File: src/rtl/timer_pkg.sv
package timer_pkg;

    typedef enum logic {
        ST_STOPPED = 1'b0,
        ST_RUNNING = 1'b1
    } run_state_t;

    localparam logic [1:0] ADDR_COUNT  = 2'd0;
    localparam logic [1:0] ADDR_PERIOD = 2'd1;
    localparam logic [1:0] ADDR_CTRL   = 2'd2;
    localparam logic [1:0] ADDR_INT    = 2'd3;

    localparam int CTRL_RUN_BIT = 2;
    localparam int POST_LSB     = 3;

endpackage

File: src/rtl/timer_prescaler.sv
module timer_prescaler #(
    parameter int PW = 4
) (
    input  logic       clk,
    input  logic       rst_n,
    input  logic       clr,
    input  logic       en,
    input  logic [1:0] sel,
    output logic       tick
);

    logic [PW-1:0] pre_cnt;
    logic [PW-1:0] last;

    always_comb begin
        unique case (sel)
            2'b00:   last = '0;
            2'b01:   last = PW'(3);
            default: last = PW'(15);
        endcase
    end

    assign tick = en && !clr && (pre_cnt == last);

    always_ff @(posedge clk or negedge rst_n) begin
        if (!rst_n)
            pre_cnt <= '0;
        else if (clr)
            pre_cnt <= '0;
        else if (en)
            pre_cnt <= tick ? '0 : pre_cnt + 1'b1;
    end

    AST_PRE_BOUND: assert property (@(posedge clk) disable iff (!rst_n)
        pre_cnt <= last);

    AST_PRE_CLEARED: assert property (@(posedge clk) disable iff (!rst_n)
        clr |=> (pre_cnt == '0));

endmodule

File: src/rtl/timer_count_core.sv
module timer_count_core #(
    parameter int W = 8
) (
    input  logic         clk,
    input  logic         rst_n,
    input  logic         tick,
    input  logic         ld,
    input  logic [W-1:0] ld_val,
    input  logic [W-1:0] period,
    output logic [W-1:0] cnt,
    output logic         match
);

    assign match = tick && (cnt == period);

    always_ff @(posedge clk or negedge rst_n) begin
        if (!rst_n)
            cnt <= '0;
        else if (ld)
            cnt <= ld_val;
        else if (tick)
            cnt <= match ? '0 : cnt + 1'b1;
    end

    AST_MATCH_WRAP: assert property (@(posedge clk) disable iff (!rst_n)
        match |=> (cnt == '0));

    AST_TICK_STEP: assert property (@(posedge clk) disable iff (!rst_n)
        (tick && !match && !ld) |=> (cnt == $past(cnt) + 1'b1));

endmodule

File: src/rtl/timer_postscaler.sv
module timer_postscaler #(
    parameter int PW = 4
) (
    input  logic          clk,
    input  logic          rst_n,
    input  logic          clr,
    input  logic          match,
    input  logic [PW-1:0] sel,
    output logic          set_evt
);

    logic [PW-1:0] post_cnt;

    assign set_evt = match && (post_cnt == sel);

    always_ff @(posedge clk or negedge rst_n) begin
        if (!rst_n)
            post_cnt <= '0;
        else if (clr)
            post_cnt <= '0;
        else if (match)
            post_cnt <= set_evt ? '0 : post_cnt + 1'b1;
    end

    AST_POST_BOUND: assert property (@(posedge clk) disable iff (!rst_n)
        post_cnt <= sel);

    AST_POST_CLEARED: assert property (@(posedge clk) disable iff (!rst_n)
        clr |=> (post_cnt == '0));

endmodule

File: src/rtl/period_timer.sv
module period_timer
    import timer_pkg::*;
#(
    parameter int DW = 8,
    parameter int PRE_W = 4,
    parameter int POST_W = 4
) (
    input  logic          clk,
    input  logic          rst_n,
    input  logic [1:0]    reg_addr,
    input  logic          reg_wr,
    input  logic [DW-1:0] reg_wdata,
    output logic [DW-1:0] reg_rdata,
    output logic          match_pulse,
    output logic          irq
);

    localparam int PAD_W = DW - POST_W - 3;

    run_state_t        state, state_nxt;
    logic              run_en;
    logic [DW-1:0]     period_q;
    logic [POST_W-1:0] post_sel;
    logic [1:0]        pre_sel;
    logic              flag_q, ie_q;
    logic              wr_cnt, wr_per, wr_ctrl, wr_int, restart;
    logic              tick, match, set_evt;
    logic [DW-1:0]     cnt;

    assign wr_cnt  = reg_wr && (reg_addr == ADDR_COUNT);
    assign wr_per  = reg_wr && (reg_addr == ADDR_PERIOD);
    assign wr_ctrl = reg_wr && (reg_addr == ADDR_CTRL);
    assign wr_int  = reg_wr && (reg_addr == ADDR_INT);
    assign restart = wr_cnt || wr_ctrl;

    always_ff @(posedge clk or negedge rst_n) begin
        if (!rst_n)
            state <= ST_STOPPED;
        else
            state <= state_nxt;
    end

    always_comb begin
        state_nxt = state;
        unique case (state)
            ST_STOPPED: if (wr_ctrl && reg_wdata[CTRL_RUN_BIT])  state_nxt = ST_RUNNING;
            ST_RUNNING: if (wr_ctrl && !reg_wdata[CTRL_RUN_BIT]) state_nxt = ST_STOPPED;
        endcase
    end

    always_comb begin
        run_en = (state == ST_RUNNING);
    end

    always_ff @(posedge clk or negedge rst_n) begin
        if (!rst_n) begin
            period_q <= '1;
            post_sel <= '0;
            pre_sel  <= '0;
            ie_q     <= 1'b0;
            flag_q   <= 1'b0;
        end else begin
            if (wr_per)
                period_q <= reg_wdata;
            if (wr_ctrl) begin
                post_sel <= reg_wdata[POST_LSB +: POST_W];
                pre_sel  <= reg_wdata[1:0];
            end
            if (wr_int)
                ie_q <= reg_wdata[1];
            if (set_evt)
                flag_q <= 1'b1;
            else if (wr_int && !reg_wdata[0])
                flag_q <= 1'b0;
        end
    end

    timer_prescaler #(.PW(PRE_W)) u_pre (
        .clk   (clk),
        .rst_n (rst_n),
        .clr   (restart),
        .en    (run_en),
        .sel   (pre_sel),
        .tick  (tick)
    );

    timer_count_core #(.W(DW)) u_core (
        .clk    (clk),
        .rst_n  (rst_n),
        .tick   (tick),
        .ld     (wr_cnt),
        .ld_val (reg_wdata),
        .period (period_q),
        .cnt    (cnt),
        .match  (match)
    );

    timer_postscaler #(.PW(POST_W)) u_post (
        .clk     (clk),
        .rst_n   (rst_n),
        .clr     (restart),
        .match   (match),
        .sel     (post_sel),
        .set_evt (set_evt)
    );

    always_comb begin
        unique case (reg_addr)
            ADDR_COUNT:  reg_rdata = cnt;
            ADDR_PERIOD: reg_rdata = period_q;
            ADDR_CTRL:   reg_rdata = {{PAD_W{1'b0}}, post_sel, run_en, pre_sel};
            default:     reg_rdata = {{(DW-2){1'b0}}, ie_q, flag_q};
        endcase
    end

    assign match_pulse = match;
    assign irq         = flag_q && ie_q;

    AST_HOLD_STOPPED: assert property (@(posedge clk) disable iff (!rst_n)
        (state == ST_STOPPED && !wr_cnt) |=> $stable(cnt));

    AST_FLAG_STICKY: assert property (@(posedge clk) disable iff (!rst_n)
        (flag_q && !(wr_int && !reg_wdata[0])) |=> flag_q);

    AST_SET_WINS: assert property (@(posedge clk) disable iff (!rst_n)
        set_evt |=> flag_q);

    AST_NO_TICK_ON_WRITE: assert property (@(posedge clk) disable iff (!rst_n)
        restart |-> !match_pulse);

endmodule

File: config.mk
export PLATFORM = sky130hd
export DESIGN_NAME = period_timer
export DESIGN_NICKNAME = d
export VERILOG_FILES = /design/src/rtl/timer_pkg.sv /design/src/rtl/timer_prescaler.sv /design/src/rtl/timer_count_core.sv /design/src/rtl/timer_postscaler.sv /design/src/rtl/period_timer.sv
export SDC_FILE = /design/constraint.sdc
export NUM_CORES = 1
export LEC_CHECK = 0
export CAP_MARGIN = 5
export CORE_AREA = 8 8 71 73
export CTS_BUF_LIST = sky130_fd_sc_hd__clkbuf_8
export DETAILED_ROUTE_END_ITERATION = 10
export DIE_AREA = 0 0 79 81
export DONT_BUFFER_PORTS = 1
export GPL_TIMING_DRIVEN = 1
export PLACE_DENSITY = 0.68
export REMOVE_ABC_BUFFERS = 1
export SETUP_SLACK_MARGIN = 0.3
export SLEW_MARGIN = 30
export SYNTH_ARGS = -nofsm -noshare
export SYNTH_HDL_FRONTEND = slang
export SYNTH_SLANG_ARGS = --single-unit
File: constraint.sdc
create_clock -name clk -period 1.9 [get_ports clk]
set_input_delay 0.19 -clock clk [delete_from_list [all_inputs] [get_ports clk]]
set_output_delay 0.19 -clock clk [all_outputs]
set_load 0.05 [all_outputs]
==> impl_results.md <==
- Combinational Power Share: 37.9%
- Post-synth ARST share: 100.0%
- Most frequent cell after synthesis: dfrtp_1
- Root Driver: clkbuf_8
- Hold depth: 2
- Reg2reg start: period_q[2]
- Hold endpoint: u_core.cnt[5]
- PD cells: 1112 nW/µm²
- Area of the multi-input gates: 1167 µm²
- Register-to-Register Path Depth: 7
- Final WL: 5.558 mm
- Beginning of the critical path: period_q[2]
- Row cnt: 23
- Crit path arrival time: 1920 ps
- RSZ-0062 raised after global routing: true
- Initial antenna violation count: 0
- Drt wl/cell: 20.14 µm
- Max clock buf depth: 2
- Fin nets: 241
- Reg power frac: 37.3%
- CP Class: flop to output port
- Pin count of the biggest net entering global routing: 34
- NetSw: 1.002 mW
- Share of cells above drive strength 1: 36.73%
- Area after DPL: 2153 µm²
- Vias/cell: 6.337
- R2r endpoint: u_post.post_cnt[0]
- Post-layout util: 63.36%
- Final setup viols: 8
- Post-synth top cells: dfrtp_1, nand2_1, o21ai_0, mux2_2, a21oi_1
- Final hold vios: 0
- Synth area leaders: dfrtp_1, dfstp_2, mux2_2
- Post-synth top area share: 31.89%
- Ant. Diodes: 0
- Fin Setup TNS: -765.4 ps
- Internal power: 1.756 mW
- Post-route cell area: 2480 µm²
- ANT nets after route: 0
- Final min period: 2109 ps
- Status: finished with violations
- Global-route usage over all layers: 17.49%
- Clock-pin slew on the worst setup and hold paths: 70 ps
- Max Clock Freq: 474.2 MHz
- Slew Viols, Final: 0
- Final setup margin: -208.9 ps
- First-pass detailed-route iteration total: 5
- Non-filler instance count after layout: 276
- Crit-path max FO: 2
- Syn. warnings: 0
- Core area: 3914 µm²
- Worst Hold Class: input pin to flop
- Mean Syn Cell Area: 10.01 µm²
- Drt drc: 0
- Layout area overhead: 26.40%
- Reg-to-reg slack, setup: -200 ps
- Req. time, crit path: 1710 ps
- Clk_lat worst skew: 290 ps
- Global-route wire length before repair: 8.742 mm
- Number of CTS-inserted buffers: 5
- Cell area after synthesis: 1962 µm²
- Post-synthesis register bit count: 33
- Worst-margin pin slew: 628.4 ps
- Initial Utilization: 50.13%
- DP Cell Count: 259
- FILL cells: 314
- Register Area: 835.8 µm²
- Register area share after synthesis: 42.60%
- Grt ovf: 0
- Skew final: 5.810 ps
- IO Port Bufs: 0
- Die Area: 6399 µm²
- Routed via count: 1749
- Violated checks: setup timing
- Worst vdd ir: 0.0004095 V
- Slew HR: 58.02%
- Final Cycle Share: 111.0%
- Top_reg_cell synth: dfrtp_1
- Chip Height: 81 µm
- Post-synth cell types: 38
- Dominant cell type by area after synthesis: dfrtp_1
- Startpoint types: flop
- Sw Ratio: 36.34%
- Vias in the first global route: 1739
- Total clock sinks: 33
- Gate Count Post-Synth: 196
- GPL Wtd Cong: 0.8592
- CTS tree: yes
- Die X: 79 µm
- Clock power frac: 24.8%
- Max-cap check violation count: 0
- Hold path start: reg_wdata[5]
- H-tree Lvls: 2
- Initial DRC count: 192
- EDFF count, synth: 0
- Worst hold margin: 40.42 ps
- Leakage power: 1.039 nW
- Ports: 23
- HPWL after DPL: 3.632 mm
- Critical path endpoint category: output port
[cell usage in the layout, fill, tap and decap left out, types with 3 or more instances in the layout]
| cell | netlist | routed |
|---|---|---|
| dfrtp_1 | 25 | 25 |
| buf_4 | 0 | 21 |
| nand2_1 | 20 | 20 |
| mux2_2 | 16 | 16 |
| o21ai_1 | 0 | 12 |
| nor2_1 | 10 | 10 |
| a21oi_1 | 11 | 8 |
| dfstp_2 | 8 | 8 |
| buf_6 | 1 | 8 |
| mux2i_1 | 7 | 7 |
| xor2_1 | 9 | 7 |
| nor3_1 | 7 | 7 |
| nand3_1 | 7 | 7 |
| clkbuf_8 | 0 | 6 |
| o21ai_0 | 17 | 5 |
| nand2b_1 | 4 | 4 |
| xnor2_1 | 4 | 4 |
| and3_1 | 3 | 3 |
| nand3b_1 | 3 | 3 |
| a21oi_2 | 0 | 3 |
| a32oi_1 | 5 | 3 |
| a31oi_1 | 3 | 3 |
| ha_1 | 3 | 3 |
[layer usage]
metal  GRT usage (%)  share of wire, %  vias to the layer above
met5               0                 0                        -
met1           20.60                40                      866
met3           5.519               7.5                       14
met2           28.92                50                       91
li1                -                 -                      778
met4           7.407               2.8                        0
[logic make-up (layout without fill, tap and decap cells)]
| kind of cell | after synthesis | after routing | share of synthesized area [%] |
|---|---|---|---|
| AND/OR/NAND/NOR | 71 | 71 | 19.77 |
| AO/OA/AOI/OAI | 41 | 41 | 12.37 |
| flip-flops | 33 | 33 | 42.60 |
| multiplexers | 25 | 25 | 15.05 |
| XOR/XNOR | 13 | 13 | 5.804 |
| buffers and inverters | 10 | 40 | 2.487 |
| adder cells (fa/ha/maj) | 3 | 3 | 1.913 |
[power groups by stage]
| stage | Combinational [mW] | Clock [mW] | Sequential [mW] |
|---|---|---|---|
| 3_5_place_dp | 0.916 | 0 | 1.03 |
| 3_3_place_gp | 0.892 | 0 | 1.01 |
| 6_report | 1.05 | 0.685 | 1.03 |
| 4_1_cts | 0.990 | 0.693 | 1.02 |
| 5_1_grt | 1.12 | 0.722 | 1.05 |
| 2_1_floorplan | 0.592 | 0 | 1.02 |
[final cells by class]
cell class                      instances  area share, %
Clock buffer                            6          3.330
Clock inverter                          2          1.362
Multi-Input combinational cell        153          47.07
Sequential cell                        33          33.70
Tap cell                               50          2.523
Timing Repair Buffer                   32          12.01
[state kept, by name, indices dropped and copies added (netlist names), named ones only]
register	cells
period_q	8
u_post.post_cnt	4
pre_sel	2
ie_q	1
flag_q	1
u_pre.pre_cnt	4
u_core.cnt	8
post_sel	4
[repair_timing]
action                                 in CTS  in global routing
setup buffers                               4                  3
setup endpoints to repair                  16                 18
pin swaps                                   9                  8
gates cloned                                0                  0
resized for setup                          21                 13
endpoints found under the hold margin      33                  0
hold buffers                                2                  0
[how the worst max path moves through the flow]
stage | to | slack (ps) | depth (start not counted)
floorplan | match_pulse | -670 | 4
global placement | match_pulse | 80 | 6
detailed placement | u_post.post_cnt[1] | 1 | 6
CTS | match_pulse | -170 | 6
global route | match_pulse | -280 | 6
finish | match_pulse | -210 | 6
[worst max-delay path: stages (launching register included)]
cell and delay [ps]:
dfstp_2 570, xor2_2 100, nor4_4 340, nand2_2 110, buf_6 140, nor3b_4 180
buf_6 180
[metrics by stage]
step                power, mW  setup WS, ps
global placement        1.903         84.99
global route            2.892        -284.3
CTS                     2.702        -167.1
floorplan               1.617        -673.5
finish                  2.759        -208.9
detailed placement      1.942         1.480
No activity file was read; power rests on OpenSTA's default activity.
